### config.mk
export PLATFORM = sky130hd
export DESIGN_NAME = bte_engine
export DESIGN_NICKNAME = d
export VERILOG_FILES = /design/src/rtl/bte_pkg.sv /design/src/rtl/bte_lfsr_step.sv /design/src/rtl/bte_ctl_chain.sv /design/src/rtl/bte_mode_fsm.sv /design/src/rtl/bte_cells.sv /design/src/rtl/bte_engine.sv
export SDC_FILE = /design/constraint.sdc
export NUM_CORES = 1
export LEC_CHECK = 0
export BUFFER_PORTS_ARGS = -buffer_cell sky130_fd_sc_hd__clkbuf_2
export CAP_MARGIN = 20
export CORE_UTILIZATION = 61
export DETAILED_ROUTE_END_ITERATION = 8
export PLACE_DENSITY = 0.9
export RECOVER_POWER = 25
export SLEW_MARGIN = 10
export SYNTH_ARGS = -nofsm -noshare
export SYNTH_HDL_FRONTEND = slang
export SYNTH_SLANG_ARGS = --single-unit
export TNS_END_PERCENT = 1
### constraint.sdc
create_clock -name tck -period 3.3 [get_ports tck]
set_clock_uncertainty 0.2 [all_clocks]
set_input_delay 0.495 -clock tck [delete_from_list [all_inputs] [get_ports tck]]
set_output_delay 0.495 -clock tck [all_outputs]
set_load 0.05 [all_outputs]
### src/rtl/bte_pkg.sv
package bte_pkg;

    // Operation code carried in the low two bits of the control word.
    typedef enum logic [1:0] {
        OP_TOGGLE    = 2'b00,
        OP_COUNT     = 2'b01,
        OP_SIGNATURE = 2'b10,
        OP_PATTERN   = 2'b11
    } op_e;

    localparam int OP_W      = 2;
    localparam int STEP_N    = 4;

    // One-hot step strobe positions.
    localparam int STEP_TOG  = 0;
    localparam int STEP_CNT  = 1;
    localparam int STEP_SIG  = 2;
    localparam int STEP_PAT  = 3;

endpackage

### src/rtl/bte_lfsr_step.sv
// One combinational step of a shift-left feedback register, with optional
// parallel inputs folded in through a per-bit gate.
module bte_lfsr_step #(
    parameter int              W    = 8,
    parameter logic [W-1:0]    TAPS = 8'hB8
) (
    input  logic [W-1:0] state_i,
    input  logic [W-1:0] par_i,
    input  logic [W-1:0] block_i,
    output logic [W-1:0] next_o
);

    logic [W-1:0] gated;
    logic         fb;

    for (genvar b = 0; b < W; b++) begin : g_gate
        assign gated[b] = par_i[b] & ~block_i[b];
    end

    assign fb     = ^(state_i & TAPS);
    assign next_o = {state_i[W-2:0], fb} ^ gated;

endmodule

### src/rtl/bte_ctl_chain.sv
// Scan chain and shadow for the mask fields of the control word.
module bte_ctl_chain
    import bte_pkg::*;
#(
    parameter int CH    = 8,
    localparam int CTL_W = CH + OP_W + 1
) (
    input  logic             tck,
    input  logic             rst_n,
    input  logic             cap_dr,
    input  logic             shift_dr,
    input  logic             upd_dr,
    input  logic             tdi,
    input  op_e              op_cur,
    output logic             tdo,
    output logic [CTL_W-1:0] chain_o,
    output logic             mask_en_o,
    output logic [CH-1:0]    mask_o
);

    logic [CTL_W-1:0] chain_q;
    logic             mask_en_q;
    logic [CH-1:0]    mask_q;

    always_ff @(posedge tck or negedge rst_n) begin
        if (!rst_n) begin
            chain_q <= '0;
        end else if (cap_dr) begin
            chain_q <= {mask_q, mask_en_q, op_cur};
        end else if (shift_dr) begin
            chain_q <= {tdi, chain_q[CTL_W-1:1]};
        end
    end

    always_ff @(posedge tck or negedge rst_n) begin
        if (!rst_n) begin
            mask_en_q <= 1'b0;
            mask_q    <= '0;
        end else if (upd_dr) begin
            mask_en_q <= chain_q[OP_W];
            mask_q    <= chain_q[CTL_W-1:OP_W+1];
        end
    end

    assign tdo       = chain_q[0];
    assign chain_o   = chain_q;
    assign mask_en_o = mask_en_q;
    assign mask_o    = mask_q;

endmodule

### src/rtl/bte_mode_fsm.sv
// Operation state machine: the state is the active test operation.
module bte_mode_fsm
    import bte_pkg::*;
(
    input  logic              tck,
    input  logic              rst_n,
    input  logic              run_idle,
    input  logic              upd_dr,
    input  logic [OP_W-1:0]   code_i,
    output op_e               op_o,
    output logic [STEP_N-1:0] step_o
);

    op_e op_q, op_d;

    // Next state: an update jumps to the scanned code, otherwise hold.
    always_comb begin
        op_d = op_q;
        if (upd_dr) begin
            unique case (code_i)
                2'b00:   op_d = OP_TOGGLE;
                2'b01:   op_d = OP_COUNT;
                2'b10:   op_d = OP_SIGNATURE;
                2'b11:   op_d = OP_PATTERN;
                default: op_d = OP_SIGNATURE;
            endcase
        end
    end

    // State register.
    always_ff @(posedge tck or negedge rst_n) begin
        if (!rst_n) begin
            op_q <= OP_SIGNATURE;
        end else begin
            op_q <= op_d;
        end
    end

    // Outputs: one step strobe for the current state while idle is held.
    always_comb begin
        step_o = '0;
        if (run_idle) begin
            unique case (op_q)
                OP_TOGGLE:    step_o[STEP_TOG] = 1'b1;
                OP_COUNT:     step_o[STEP_CNT] = 1'b1;
                OP_SIGNATURE: step_o[STEP_SIG] = 1'b1;
                OP_PATTERN:   step_o[STEP_PAT] = 1'b1;
                default:      step_o = '0;
            endcase
        end
    end

    assign op_o = op_q;

endmodule

### src/rtl/bte_cells.sv
// Input and output boundary cell registers.
module bte_cells
    import bte_pkg::*;
#(
    parameter int CH = 8
) (
    input  logic              tck,
    input  logic              rst_n,
    input  logic [STEP_N-1:0] step_i,
    input  logic [CH-1:0]     sample_i,
    input  logic [CH-1:0]     sig_next_i,
    input  logic [CH-1:0]     pat_next_i,
    output logic [CH-1:0]     in_q_o,
    output logic [CH-1:0]     out_q_o
);

    localparam logic [CH-1:0] SEED_ONE = {{(CH-1){1'b0}}, 1'b1};

    logic [CH-1:0] in_q, out_q;

    always_ff @(posedge tck or negedge rst_n) begin
        if (!rst_n) begin
            in_q <= '0;
        end else if (step_i[STEP_TOG]) begin
            in_q <= sample_i;
        end else if (step_i[STEP_SIG]) begin
            in_q <= sig_next_i;
        end
    end

    always_ff @(posedge tck or negedge rst_n) begin
        if (!rst_n) begin
            out_q <= '0;
        end else if (step_i[STEP_TOG]) begin
            out_q <= ~out_q;
        end else if (step_i[STEP_CNT]) begin
            out_q <= out_q + SEED_ONE;
        end else if (step_i[STEP_PAT]) begin
            out_q <= (out_q == '0) ? SEED_ONE : pat_next_i;
        end
    end

    assign in_q_o  = in_q;
    assign out_q_o = out_q;

endmodule

### src/rtl/bte_engine.sv
module bte_engine
    import bte_pkg::*;
#(
    parameter int           CH   = 8,
    parameter logic [CH-1:0] TAPS = 8'hB8
) (
    input  logic          tck,
    input  logic          rst_n,
    input  logic          run_idle,
    input  logic          cap_dr,
    input  logic          shift_dr,
    input  logic          upd_dr,
    input  logic          tdi,
    output logic          tdo,
    input  logic [CH-1:0] in_sample,
    output logic [CH-1:0] in_cells,
    output logic [CH-1:0] out_cells
);

    localparam int CTL_W = CH + OP_W + 1;

    logic [CTL_W-1:0]  chain;
    logic              mask_en;
    logic [CH-1:0]     mask;
    logic [CH-1:0]     block;
    op_e               op_q;
    logic [STEP_N-1:0] step_vec;
    logic [CH-1:0]     sig_next, pat_next;

    bte_ctl_chain #(.CH(CH)) u_chain (
        .tck       (tck),
        .rst_n     (rst_n),
        .cap_dr    (cap_dr),
        .shift_dr  (shift_dr),
        .upd_dr    (upd_dr),
        .tdi       (tdi),
        .op_cur    (op_q),
        .tdo       (tdo),
        .chain_o   (chain),
        .mask_en_o (mask_en),
        .mask_o    (mask)
    );

    bte_mode_fsm u_fsm (
        .tck      (tck),
        .rst_n    (rst_n),
        .run_idle (run_idle),
        .upd_dr   (upd_dr),
        .code_i   (chain[OP_W-1:0]),
        .op_o     (op_q),
        .step_o   (step_vec)
    );

    assign block = mask_en ? mask : '0;

    bte_lfsr_step #(.W(CH), .TAPS(TAPS)) u_sig (
        .state_i (in_cells),
        .par_i   (in_sample),
        .block_i (block),
        .next_o  (sig_next)
    );

    bte_lfsr_step #(.W(CH), .TAPS(TAPS)) u_pat (
        .state_i (out_cells),
        .par_i   ('0),
        .block_i ('0),
        .next_o  (pat_next)
    );

    bte_cells #(.CH(CH)) u_cells (
        .tck        (tck),
        .rst_n      (rst_n),
        .step_i     (step_vec),
        .sample_i   (in_sample),
        .sig_next_i (sig_next),
        .pat_next_i (pat_next),
        .in_q_o     (in_cells),
        .out_q_o    (out_cells)
    );

endmodule

# After elaboration in Yosys (flattened, before gate mapping)

Index checks and enable logic that the tools add are counted.

Word-level logic and storage cells: 54
Input port bits: 15
Flip-flop bits (word level): 38

Reductions and logical operators: 8
Bitwise logic cells: 18
Equal/unequal tests: 6
$add $sub $neg: 1
Muxes and demuxes: 15

Operators with widths:

| operator                                                         | number |
|---|---|
| 8-bit two-way mux                                                | 7 |
| 11-bit two-way mux                                               | 2 |
| 8-bit XOR reduction                                              | 2 |
| 8-bit by 1-bit adder with 8-bit output (second input constant)   | 1 |
| 1-bit AND                                                        | 8 |
| 2-bit == test (second input constant)                            | 4 |
| 8-bit logical NOT                                                | 1 |
| 1-bit inverter                                                   | 8 |
| 8-bit inverter                                                   | 1 |
| 2-bit one-hot mux with 4 select lines                            | 1 |
| 8-bit bitwise XOR                                                | 1 |
| 2-bit by 1-bit == test with 1-bit output (second input constant) | 2 |
| 2-bit logical NOT                                                | 2 |
| 1-bit two-way mux                                                | 4 |
| 4-bit two-way mux                                                | 1 |
| 2-bit nonzero test                                               | 2 |
| 3-bit nonzero test                                               | 1 |

# Longest topological paths before layout

Depth after elaboration: 6
Depth in mapped cells: 7
Depth with buffers taken out: 6

# Hierarchy

From an unflattened synthesis, not the netlist that was laid out.

Cells, all modules: 224
Area total of the unflattened synthesis: 2,283.4 um^2

Modules (own cells, without submodules):

| module        | sequential area each (um^2) | instances | area an instance (um^2) | cells an instance |
|---|---|---|---|---|
| bte_cells     | 400.4                       | 1         | 972.2                   | 104 |
| bte_ctl_chain | 500.5                       | 1         | 842.1                   | 67 |
| bte_lfsr_step | 0.0                         | 2         | 151.4                   | 18 |
| bte_mode_fsm  | 51.3                        | 1         | 112.6                   | 8 |
| bte_engine    | 0.0                         | 1         | 53.8                    | 9 |

# Worst setup path after synthesis

Ideal clock, no wire load.

Path kind: reg2reg
Start point: register u_cells.out_q[4] (netlist: u_cells.out_q_o[4])
End point: register u_cells.out_q[0] (netlist: u_cells.out_q_o[0])
Stages on the path, launching flop included: 7
Data arrival time: 1,647 ps
Setup slack: 1,314 ps
Clock period less this slack: 1,986 ps
Setup time: 139 ps
Cell sequence: dfrtp_1 > inv_1 > ha_1 > xnor2_1 > xnor2_1 > nor2b_1 > o221ai_1

Cells in the longest elaborated chain, start to end: 5

Ends and longest elaborated chain:

| item                                                            | RTL line                             | text |
|---|---|---|
| from (decl)                                                     | bte_cells.sv:19                      | `logic [CH-1:0] in_q, out_q;` |
| from (signal assigned)                                          | bte_cells.sv:35                      | `out_q <= ~out_q;` |
| from (signal assigned)                                          | bte_cells.sv:37                      | `out_q <= out_q + SEED_ONE;` |
| from (signal assigned)                                          | bte_cells.sv:39                      | `out_q <= (out_q == '0) ? SEED_ONE : pat_next_i;` |
| 8-bit XOR reduction / 8-bit logical NOT (equally long branches) | bte_lfsr_step.sv:20, bte_cells.sv:39 |  |
| 8-bit two-way mux *                                             | bte_cells.sv:39                      |  |
| 8-bit two-way mux *                                             | bte_cells.sv:38                      | `end else if (step_i[STEP_PAT]) begin` |
| 8-bit two-way mux *                                             | bte_cells.sv:36                      | `end else if (step_i[STEP_CNT]) begin` |
| 8-bit two-way mux *                                             | bte_cells.sv:34                      | `end else if (step_i[STEP_TOG]) begin` |

Mark *: on every way between the ends. The rest lies on a longest branch, timed or not. The select of a mux whose other input is x is not followed.
A chain may end at the register's enable or synchronous reset.

# Worst setup path in the final report

Start point: register u_fsm.op_q[0] (netlist: u_fsm.op_o[0])
End point: register u_cells.out_q[5] (netlist: u_cells.out_q_o[5])

Cells in the longest elaborated chain, start to end: 5

Ends and longest elaborated chain:

| item                                     | RTL line           | text |
|---|---|---|
| from (decl)                              | bte_mode_fsm.sv:14 | `op_e op_q, op_d;` |
| from (signal assigned)                   | bte_mode_fsm.sv:35 | `op_q <= op_d;` |
| 2-bit by 1-bit == test with 1-bit output | bte_mode_fsm.sv:43 | `unique case (op_q)` |
| 1-bit two-way mux                        | bte_mode_fsm.sv:43 |  |
| 4-bit two-way mux *                      | bte_mode_fsm.sv:42 | `if (run_idle) begin` |
| 8-bit two-way mux                        | bte_cells.sv:36    |  |
| 8-bit two-way mux                        | bte_cells.sv:34    |  |

Mark *: on every way between the ends. The rest lies on a longest branch, timed or not.

==> metrics <==
status finished with violations; failing checks design-rule violations, max-capacitance violations, max-slew violations; drc violations 1; # rows 21; Routed Antenna Nets 0; diode count 0; final hold violations 0; # IOs 32; vias in the first global route roughly 1500; drt pass-1 iters 6; CP max FO 19; Final Setup Violations 0; Initial Util 63.6%; synthesized area per cell ~9.4 sq um; hold crit path type in -> reg; initial DRC count around 150; Setup Buffers After CTS 0; via count 1713; Mapped Nets 245; leakage power figure between 1 and 1.5 nW; Slew @ Worst Pin around 2.0 ns; per-cell routed wire length 14.4 um; FILL cells 272; Post-Syn Instances around 230; worst endpoint required time 3.40 ns; max-cap violation count 1; VDD IR max approximately 440 uV; final instance area around 0.0024 sq mm; Post-CTS Resized 0; mapped cell area approximately 0.0021 sq mm; Final WS setup 1.15 ns; Sink Count 38; highest clock rate between 400 and 500 MHz; Reg clk slew, reported paths approximately 0.12 ns; Slew headroom -31.1%; R2R Setup Slk between 1 and 1.5 ns; WL final approximately 4.3 mm; Clk Tree Root Cell clkbuf_4; Max Buffers Root-to-Sink 2; Crit path max-delay family simple AND/OR/NAND/NOR gates; layout cells sized above 1 about a fifth; Overflow after GRT 0; RSZ-0062 raised after global routing false; Cell Chain, Critical Path nand2b_1 -> o21ai_1 -> or3_1 -> a22oi_2; Placed Area 0.00225 sq mm; Synth Warn # 0; Layout Nets around 270; Max stage delay on crit path 0.70 ns; min Tclk post-route approximately 2.1 ns; power density cells about 800 mW/mm^2; Total GRT Usage between 20% and 30%; Seq cells post-synth 38; Num CTS Buffers 5; critical path type reg -> reg; core area 0.00334 sq mm; Distinct cells, synth 45; final worst-path cycle share between 60% and 70%; Die Wd ~61 um; Clock Latency Late Sink roughly 0.36 ns; TritonCTS clock tree yes; Final GP Congestion approximately 0.93; setup_tns 0 ns; largest net degree at the start of global routing 39; Crit path arrival time about 2.2 ns; sequential area share after synthesis around 45%; Critical Path Source Type flop; first-pass GRT wire length 7.00 mm; CP max-delay cell dfrtp_1; initial antenna violation count 0; port bufs 31; worst path bufs/invs 0; Final HPWL DP 2.97 mm; hold buffer count at cts 0; Max Slew Vio Count 39; post-place setup slack approximately 1.2 ns; routed vias/inst roughly 5.8; Area Overhead vs Synth 11.1%; # H-tree levels 2; DIE AREA approximately 0.0037 sq mm; Die H roughly 61 um; crit end category flop
[synthesized netlist by cell type, drive strengths merged]
cell | instances | area share (%)
nand2 | 40 | 7.1
dfstp | 1 | 1.2
nor2 | 6 | 1.1
o221ai | 1 | 0.41
clkbuf | 7 | 1.3
o21a | 1 | 0.35
inv | 9 | 1.6
o21ai | 31 | 7.3
or3 | 1 | 0.30
and4 | 1 | 0.47
xor2 | 1 | 0.41
o22ai | 2 | 0.59
and2 | 1 | 0.30
o21bai | 1 | 0.35
nand3 | 8 | 1.9
xnor2 | 11 | 4.5
o211ai | 1 | 0.35
a21oi | 6 | 1.4
dfrtp | 37 | 44
buf | 8 | 2.5
a221oi | 1 | 0.41
a22oi | 2 | 0.94
a311oi | 1 | 0.41
and3 | 1 | 0.30
mux2i | 12 | 5.7
o311a | 1 | 0.47
mux2 | 11 | 5.8
a31oi | 1 | 0.30
nor2b | 2 | 0.59
nor4 | 1 | 0.30
nand2b | 4 | 1.2
nand4 | 2 | 0.59
nor3 | 1 | 0.24
a41oi | 1 | 0.41
ha | 4 | 2.4
nor4b | 1 | 0.41
o211a | 1 | 0.47
a211oi | 4 | 1.4
nor3b | 1 | 0.59
[worst paths after layout]
path                                               start                         endpoint  cells past startpoint
setup / recovery               u_fsm.op_o[0]$_DFFE_PN0P_   u_cells.out_q_o[5]$_DFFE_PN0P_                      4
hold / removal                                       tdi  u_chain.chain_o[10]$_DFFE_PN0P_                      3
setup reg to reg               u_fsm.op_o[0]$_DFFE_PN0P_   u_cells.out_q_o[5]$_DFFE_PN0P_                      4
hold reg to reg            u_chain.mask_o[5]$_DFFE_PN0P_   u_chain.chain_o[8]$_DFFE_PN0P_                      2
max in group asynchronous                          rst_n    u_chain.mask_o[0]$_DFFE_PN0P_                      1
min in group asynchronous                          rst_n   u_cells.out_q_o[5]$_DFFE_PN0P_                      1
[cells by family (layout without fill, tap and decap cells)]
kind of cell               after synthesis  in the layout  share of synthesized area, %
AOI/OAI and AO/OA                       55             55                          15.6
xor gates and xnor gates                12             12                          4.96
adders and majority gates                4              4                          2.36
buffers and inverters                   24             48                          5.37
DFF                                     38             38                          44.9
muxes                                   23             23                          11.5
and+or+nand+nor                         70             70                          15.3
[per-layer routing]
metal	global-route usage, %	up-vias	wire length, um
li1	-	829	-
met3	7.25	8	201
met4	8.44	0	52
met1	34.5	827	1920
met2	42.2	49	2080
met5	0	-	0
[cell type report]
type | count | area (sq um) | area share, %
Multi-Input combinational cell | 164 | 1050 | 44.8
Sequential cell | 38 | 952 | 40.4
Timing Repair Buffer | 31 | 151 | 6.43
Clock inverter | 3 | 68.8 | 2.92
Tap cell | 46 | 57.6 | 2.44
Clock buffer | 5 | 37.5 | 1.59
Inverter | 9 | 33.8 | 1.43
[worst reg2reg max path, delay by kind of cell, from the launching register on]
kind,cells,cell delay [ns]
AO/OA/AOI/OAI,2,0.27
AND/OR/NAND/NOR,2,0.93
flip-flops,1,0.70
[per-stage QoR]
stage | util [%] | cells | power, W | hold slack, ns
floorplan | - | 226 | 0.00130 | -0.000591
global placement | 67.5 | 288 | 0.00144 | 0.291
detailed placement | 67.5 | 288 | 0.00147 | 0.302
CTS | 70.7 | 296 | 0.00187 | 0.0666
global route | 70.6 | 296 | 0.00198 | 0.233
finish | 70.6 | 296 | 0.00186 | 0.236
[sequential cells by signal (all words and copies together), names as in the netlist]
name / count
u_cells.in_q_o: 8
u_cells.out_q_o: 8
u_chain.chain_o: 11
u_chain.mask_en_o: 1
u_chain.mask_o: 8
u_fsm.op_o: 2
[power by group]
group / switching (W) / internal (W)
sequential: 0.000189 / 0.000588
clock: 0.000164 / 0.000237
combinational: 0.000446 / 0.000239
total: 0.000799 / 0.00106
[cells in the final DEF, fill, tap and decap left out, types with 2 or more instances in the layout]
cell | netlist | layout
nand2_1 | 40 | 40
clkbuf_4 | 0 | 5
nor2_1 | 6 | 6
o21ai_0 | 29 | 29
mux2_2 | 11 | 11
inv_1 | 9 | 9
clkbuf_1 | 6 | 3
xnor2_1 | 11 | 11
nor2b_1 | 2 | 2
a21oi_1 | 6 | 6
mux2i_1 | 12 | 12
o22ai_1 | 2 | 2
nand3_1 | 8 | 8
nand2b_1 | 4 | 4
a211oi_1 | 4 | 4
clkbuf_2 | 1 | 28
bufinv_16 | 0 | 2
o21ai_1 | 2 | 2
ha_1 | 4 | 4
dfrtp_1 | 37 | 37
nand4_1 | 2 | 2
Note: power is estimated with default switching activity, not from simulation.
